`config.mk`:
```
export PLATFORM = sky130hd
export DESIGN_NAME = vpn_tlb
export DESIGN_NICKNAME = d
export VERILOG_FILES = /design/src/rtl/tlb_pkg.sv /design/src/rtl/tlb_lfsr.sv /design/src/rtl/tlb_cam.sv /design/src/rtl/tlb_victim.sv /design/src/rtl/vpn_tlb.sv
export SDC_FILE = /design/constraint.sdc
export NUM_CORES = 2
export LEC_CHECK = 0
export ABC_CLOCK_PERIOD_IN_PS = 8800
export BUFFER_PORTS_ARGS = -buffer_cell sky130_fd_sc_hd__buf_2
export CORE_MARGIN = 2
export CORE_UTILIZATION = 42
export DETAILED_ROUTE_END_ITERATION = 16
export GPL_ROUTABILITY_DRIVEN = 0
export HOLD_SLACK_MARGIN = 0.03
export PLACE_DENSITY = 0.67
export SETUP_SLACK_MARGIN = 0.15
export SYNTH_ARGS = -nofsm -noshare
export SYNTH_HDL_FRONTEND = slang
export SYNTH_SLANG_ARGS = --single-unit
```
`constraint.sdc`:
```
create_clock -name clk -period 8.8 [get_ports clk]
set_input_delay 0.44 -clock clk [delete_from_list [all_inputs] [get_ports clk]]
set_output_delay 0.44 -clock clk [all_outputs]
set_load 0.02 [all_outputs]
```
`src/rtl/tlb_pkg.sv`:
```
`timescale 1ns/1ps
package tlb_pkg;
  typedef struct packed {
    logic rd;
    logic wr;
  } tlb_perm_t;

  localparam int unsigned DEF_ENTRIES = 16;
  localparam int unsigned DEF_VPN_W   = 20;
  localparam int unsigned DEF_ASID_W  = 8;
  localparam int unsigned DEF_PFN_W   = 20;
  localparam int unsigned DEF_OFF_W   = 12;

  function automatic logic access_ok(input tlb_perm_t p, input logic is_write);
    return is_write ? p.wr : p.rd;
  endfunction
endpackage

```
`src/rtl/tlb_lfsr.sv`:
```
`timescale 1ns/1ps
module tlb_lfsr #(
  parameter int unsigned W = 8,
  parameter logic [W-1:0] TAPS = 8'hB8,
  parameter logic [W-1:0] SEED = 8'h5A
) (
  input  logic         clk,
  input  logic         rst_n,
  output logic [W-1:0] state
);
  logic fb;
  assign fb = ^(state & TAPS);

  always_ff @(posedge clk) begin
    if (!rst_n) state <= SEED;
    else        state <= {state[W-2:0], fb};
  end
endmodule

```
`src/rtl/tlb_cam.sv`:
```
`timescale 1ns/1ps
module tlb_cam
  import tlb_pkg::*;
#(
  parameter int unsigned N      = 16,
  parameter int unsigned VPN_W  = 20,
  parameter int unsigned ASID_W = 8,
  parameter int unsigned PFN_W  = 20,
  localparam int unsigned IDX_W = (N > 1) ? $clog2(N) : 1
) (
  input  logic              clk,
  input  logic              rst_n,
  input  logic [VPN_W-1:0]  q_vpn,
  input  logic [ASID_W-1:0] q_asid,
  output logic              q_any,
  output logic [PFN_W-1:0]  q_pfn,
  output tlb_perm_t         q_perm,
  input  logic [VPN_W-1:0]  f_vpn,
  input  logic [ASID_W-1:0] f_asid,
  output logic [N-1:0]      f_match,
  output logic [N-1:0]      valid_vec,
  input  logic              wr_en,
  input  logic [IDX_W-1:0]  wr_idx,
  input  logic [PFN_W-1:0]  wr_pfn,
  input  tlb_perm_t         wr_perm,
  input  logic              clr_all,
  input  logic              clr_asid_en,
  input  logic [ASID_W-1:0] clr_asid
);
  logic [VPN_W-1:0]  vpn_q  [N];
  logic [ASID_W-1:0] asid_q [N];
  logic [PFN_W-1:0]  pfn_q  [N];
  tlb_perm_t         perm_q [N];
  logic [N-1:0]      q_match;

  for (genvar i = 0; i < N; i++) begin : g_slot
    assign q_match[i] = valid_vec[i] && (vpn_q[i] == q_vpn) && (asid_q[i] == q_asid);
    assign f_match[i] = valid_vec[i] && (vpn_q[i] == f_vpn) && (asid_q[i] == f_asid);

    always_ff @(posedge clk) begin
      if (!rst_n) begin
        valid_vec[i] <= 1'b0;
      end else if (clr_all) begin
        valid_vec[i] <= 1'b0;
      end else if (clr_asid_en && (asid_q[i] == clr_asid)) begin
        valid_vec[i] <= 1'b0;
      end else if (wr_en && (wr_idx == IDX_W'(i))) begin
        valid_vec[i] <= 1'b1;
      end
    end

    always_ff @(posedge clk) begin
      if (wr_en && (wr_idx == IDX_W'(i))) begin
        vpn_q[i]  <= f_vpn;
        asid_q[i] <= f_asid;
        pfn_q[i]  <= wr_pfn;
        perm_q[i] <= wr_perm;
      end
    end
  end

  always_comb begin
    q_pfn  = '0;
    q_perm = '0;
    for (int i = 0; i < N; i++) begin
      q_pfn  = q_pfn  | (pfn_q[i] & {PFN_W{q_match[i]}});
      q_perm = q_perm | (perm_q[i] & {2{q_match[i]}});
    end
  end

  assign q_any = |q_match;
endmodule

```
`src/rtl/tlb_victim.sv`:
```
`timescale 1ns/1ps
module tlb_victim #(
  parameter int unsigned N      = 16,
  parameter int unsigned RAND_W = 8,
  localparam int unsigned IDX_W = (N > 1) ? $clog2(N) : 1
) (
  input  logic [N-1:0]      valid_vec,
  input  logic [N-1:0]      same_vec,
  input  logic [RAND_W-1:0] rnd,
  output logic [IDX_W-1:0]  idx
);
  logic [IDX_W-1:0]  same_idx, free_idx;
  logic              same_hit, free_hit;
  logic [RAND_W-1:0] rnd_mod;

  assign rnd_mod = rnd % RAND_W'(N);

  always_comb begin
    same_hit = 1'b0;
    same_idx = '0;
    free_hit = 1'b0;
    free_idx = '0;
    for (int i = 0; i < N; i++) begin
      if (!same_hit && same_vec[i]) begin
        same_hit = 1'b1;
        same_idx = IDX_W'(i);
      end
      if (!free_hit && !valid_vec[i]) begin
        free_hit = 1'b1;
        free_idx = IDX_W'(i);
      end
    end
  end

  always_comb begin
    if (same_hit)      idx = same_idx;
    else if (free_hit) idx = free_idx;
    else               idx = rnd_mod[IDX_W-1:0];
  end
endmodule

```
`src/rtl/vpn_tlb.sv`:
```
`timescale 1ns/1ps
module vpn_tlb
  import tlb_pkg::*;
#(
  parameter int unsigned ENTRIES = DEF_ENTRIES,
  parameter int unsigned VPN_W   = DEF_VPN_W,
  parameter int unsigned ASID_W  = DEF_ASID_W,
  parameter int unsigned PFN_W   = DEF_PFN_W,
  parameter int unsigned OFF_W   = DEF_OFF_W,
  parameter int unsigned LFSR_W  = 8,
  localparam int unsigned PA_W   = PFN_W + OFF_W,
  localparam int unsigned IDX_W  = (ENTRIES > 1) ? $clog2(ENTRIES) : 1
) (
  input  logic              clk,
  input  logic              rst_n,
  input  logic              lk_valid,
  output logic              lk_ready,
  input  logic [VPN_W-1:0]  lk_vpn,
  input  logic [ASID_W-1:0] lk_asid,
  input  logic [OFF_W-1:0]  lk_off,
  input  logic              lk_write,
  output logic              res_valid,
  input  logic              res_ready,
  output logic              res_hit,
  output logic              res_fault,
  output logic [PA_W-1:0]   res_paddr,
  input  logic              fill_valid,
  output logic              fill_ready,
  input  logic [VPN_W-1:0]  fill_vpn,
  input  logic [ASID_W-1:0] fill_asid,
  input  logic [PFN_W-1:0]  fill_pfn,
  input  logic              fill_rd_ok,
  input  logic              fill_wr_ok,
  input  logic              flush_all,
  input  logic              flush_asid_en,
  input  logic [ASID_W-1:0] flush_asid
);
  logic [LFSR_W-1:0]  lfsr_q;
  logic               q_any;
  logic [PFN_W-1:0]   q_pfn;
  tlb_perm_t          q_perm;
  logic [ENTRIES-1:0] f_match, valid_vec;
  logic [IDX_W-1:0]   vic_idx;
  logic               fill_take, lk_take, allowed;
  tlb_perm_t          new_perm;

  assign fill_ready = !(flush_all || flush_asid_en);
  assign fill_take  = fill_valid && fill_ready;
  assign lk_ready   = !res_valid || res_ready;
  assign lk_take    = lk_valid && lk_ready;
  assign new_perm   = '{rd: fill_rd_ok, wr: fill_wr_ok};

  tlb_lfsr #(.W(LFSR_W)) u_lfsr (
    .clk(clk), .rst_n(rst_n), .state(lfsr_q)
  );

  tlb_cam #(
    .N(ENTRIES), .VPN_W(VPN_W), .ASID_W(ASID_W), .PFN_W(PFN_W)
  ) u_cam (
    .clk(clk), .rst_n(rst_n),
    .q_vpn(lk_vpn), .q_asid(lk_asid),
    .q_any(q_any), .q_pfn(q_pfn), .q_perm(q_perm),
    .f_vpn(fill_vpn), .f_asid(fill_asid),
    .f_match(f_match), .valid_vec(valid_vec),
    .wr_en(fill_take), .wr_idx(vic_idx),
    .wr_pfn(fill_pfn), .wr_perm(new_perm),
    .clr_all(flush_all), .clr_asid_en(flush_asid_en), .clr_asid(flush_asid)
  );

  tlb_victim #(.N(ENTRIES), .RAND_W(LFSR_W)) u_vic (
    .valid_vec(valid_vec), .same_vec(f_match), .rnd(lfsr_q), .idx(vic_idx)
  );

  assign allowed = access_ok(q_perm, lk_write);

  always_ff @(posedge clk) begin
    if (!rst_n) begin
      res_valid <= 1'b0;
      res_hit   <= 1'b0;
      res_fault <= 1'b0;
      res_paddr <= '0;
    end else if (lk_take) begin
      res_valid <= 1'b1;
      res_hit   <= q_any && allowed;
      res_fault <= q_any && !allowed;
      res_paddr <= {q_pfn, lk_off};
    end else if (res_ready) begin
      res_valid <= 1'b0;
    end
  end
endmodule

```
==> results_dict.tcl <==
set metrics [dict create \
    whs_ns 0.127 \
    switching_share 0.240 \
    endpoint_kind "register" \
    numCtsBuffers 85 \
    ir_drop_v 0.000237 \
    clk_latency_ns 0.69 \
    syn-num-nets 3192 \
    crit_required_ns 9.11 \
    crit_path_max_incr_delay_ns 0.83 \
    cts_root_buffer "clkbuf_16" \
    dp.cells 4418 \
    final_cell_mix "edfxtp_1, xnor2_1, xor2_1, nand4_1, nor4_1" \
    finClkSkew_ns 0.0225 \
    hold_viol_final 0 \
    intPower_mw 6.73 \
    setup-tns-final_ns 0 \
    outcome "completed" \
    netlist_instances 3086 \
    syn_area_mm2 0.0418 \
    setup.worst_path.start_class "input pin" \
    antenna_found_initial 6 \
    holdCritPathClass "input pin to register" \
    powerDensity_mw_per_mm2 189 \
    drt_iter0_drc 4325 \
    crit_arrival_ns 5.02 \
    post-route-min-period_ns 4.71 \
    place_hpwl_um 83100 \
    worstPathCellList "buf_2 > buf_4 > xnor2_1 > nand3_1 > nor4_1 > and3_1 > or4_4 > a21oi_1 > o21a_2 > nand4b_1 > nor2_4 > buf_4" \
    clock_power_share 0.415 \
    ant_nets 0 \
    syn_area_per_cell_um2 13.5 \
    drc_errors 0 \
    core_mm2 0.0986 \
    fin_cells 4588 \
    via_per_inst 6.30 \
    wl_per_cell_um 31.5 \
    cts.sinks 859 \
    initial_core_util 0.424 \
    grt_pass1_vias 27800 \
    diodes 0 \
    critPathTopFamily "simple AND/OR/NAND/NOR gates" \
    finalSetupViolCount 0 \
    slew_headroom 0.179 \
    post-route-util 0.475 \
    clkTransAtPathRegs_ns 0.06 \
    ys_seq_area_frac 0.603 \
    crit_path_top_delay_cell "nor2_4" \
    fmaxAchievable_mhz 212 \
    ys.flop_type "edfxtp_1" \
    switchingPower_mw 2.13 \
    synth_enable_flop_cells 800 \
    min_period_over_period 0.535 \
    ys_warn_count 0 \
    power.leakage_nw 14.7 \
    pin_count 143 \
    worst-setup-path-type "input pin to register" \
    wirelength_um 145000 \
    portBuffers 142 \
    post-cts-setup-buffers 0 \
    layout_commonest_cell "edfxtp_1" \
    path_max_fanout 30 \
    cts_tree "done" \
    ys_types 67 \
    drv_cap 0 \
    ctsHtreeMaxLevel 3 \
    grt_pass1_wl_um 203000 \
    crit_top_cell "buf_4" \
    rsz0062_at_grt "false" \
    vias 28900 \
    rows 115 \
    worst_pin_slew_ns 1.23 \
    clk_path_buf_depth 3 \
    grtUsageTotal 0.277 \
    async_reset_ff_frac 0 \
    grt_overflow 0 \
    combPwrFrac 0.078 \
    grt_max_degree 52 \
    path_buf_inv 3 \
    chipWidth_um 320 \
    fin_nets 3337 \
    drive_gt1_frac 0.128 \
    die_y_um 320 \
    ys_ff_latch 859 \
    slew_violations 0 \
    pwr-share-seq 0.507 \
    drtPass1Iterations 6 \
    area_growth_pct 11.9 \
    die_area_mm2 0.102 \
]
worst reg2reg max path: cells and delay by family (launching register included):
family / cells / cell delay (ns)
xor gates and xnor gates: 1 / 0.27
buffers and inverters: 1 / 0.57
and+or+nand+nor: 6 / 2.60
AOI/OAI and AO/OA: 2 / 0.27
DFF: 1 / 0.47
worst paths after layout:
check	to	slack, ns	from	cells past startpoint
hold / removal	u_cam.pfn_q[0][150]	0.13	fill_pfn[10]	1
setup reg to reg	u_cam.pfn_q[1][38]	4.21	u_cam.asid_q[1][25]	10
hold reg to reg	u_lfsr.state[7]	0.44	u_lfsr.state[6]	1
setup / recovery	u_cam.pfn_q[1][38]	4.09	fill_asid[2]	12
per-layer routing:
layer  vias to the layer above  routed length (um)  share of wire  global-route usage
li1                      11900                   -              -                   -
met1                     14300               54600           0.38               0.367
met2                      2148               65000           0.45               0.435
met3                       489               16800           0.12              0.0553
met4                         4                8150          0.056               0.138
met5                         -                  23        0.00016                   0
cell usage after synthesis, types with 10 or more instances:
library cell | n | area (um^2)
edfxtp_1 | 800 | 24000
xnor2_1 | 553 | 4840
xor2_1 | 458 | 4010
nand4_1 | 248 | 1550
nor4_1 | 157 | 982
nand2_1 | 97 | 364
a22oi_1 | 78 | 586
buf_2 | 64 | 320
nand3_1 | 62 | 310
dfxtp_1 | 59 | 1180
clkbuf_1 | 42 | 158
a222oi_1 | 36 | 360
nor2_1 | 36 | 135
buf_4 | 35 | 263
buf_6 | 31 | 349
nor3_1 | 31 | 155
a21oi_1 | 29 | 145
nand2b_1 | 29 | 181
a31oi_1 | 19 | 119
inv_1 | 17 | 63.8
o221a_2 | 17 | 191
a22o_1 | 16 | 140
o21a_1 | 16 | 120
a21boi_0 | 14 | 105
a221oi_1 | 14 | 123
o21ai_0 | 12 | 60.1
nor3b_1 | 11 | 82.6
nor4b_1 | 10 | 87.6
registers in the layout, summed over array words and instances, names as in the netlist, 8 cells and up:
register,cells
u_cam.vpn_q,320
u_cam.valid_vec,16
u_cam.perm_q,32
u_cam.asid_q,128
u_cam.pfn_q,320
res_paddr,32
u_lfsr.state,8
area by class of cell:
| type | instances | area [um^2] |
|---|---|---|
| clock buffers | 109 | 2270 |
| clock inverters | 48 | 531 |
| fillers | 8566 | 51800 |
| inverters | 17 | 63.8 |
| multi-input cells | 2034 | 15700 |
| flip-flops and latches | 859 | 25200 |
| well taps | 1287 | 1610 |
| repair buffers | 234 | 1430 |
power by group through the flow:
stage | registers [mW] | clock network, mW | logic [mW]
CTS | 4.49 | 3.70 | 0.670
global route | 4.49 | 3.87 | 0.711
floorplan | 4.59 | 0 | 0.382
finish | 4.49 | 3.68 | 0.688
detailed placement | 4.58 | 0 | 0.662
global placement | 4.58 | 0 | 0.660
stage by stage:
stage               worst slack, ns  power (mW)  area, um^2
finish                         4.09        8.86       46800
global route                   4.00        9.07       46800
CTS                            4.26        8.86       46800
detailed placement             3.53        5.24       43800
global placement               3.65        5.24       43800
floorplan                      2.62        4.97       41800
what timing repair did:
action	4_1_cts	5_1_grt
hold buffers	13	0
gates resized for setup	0	0
hold endpoints to repair	13	0
kinds of logic (layout without fill, tap and decap cells):
group	Yosys count	after routing	share of synthesized area
xor+xnor	1011	1011	0.212
flops	859	859	0.603
simple gates	739	739	0.103
compound gates	284	284	0.0540
buf+inv	193	408	0.0280
Note: power is estimated with default switching activity, not from simulation.
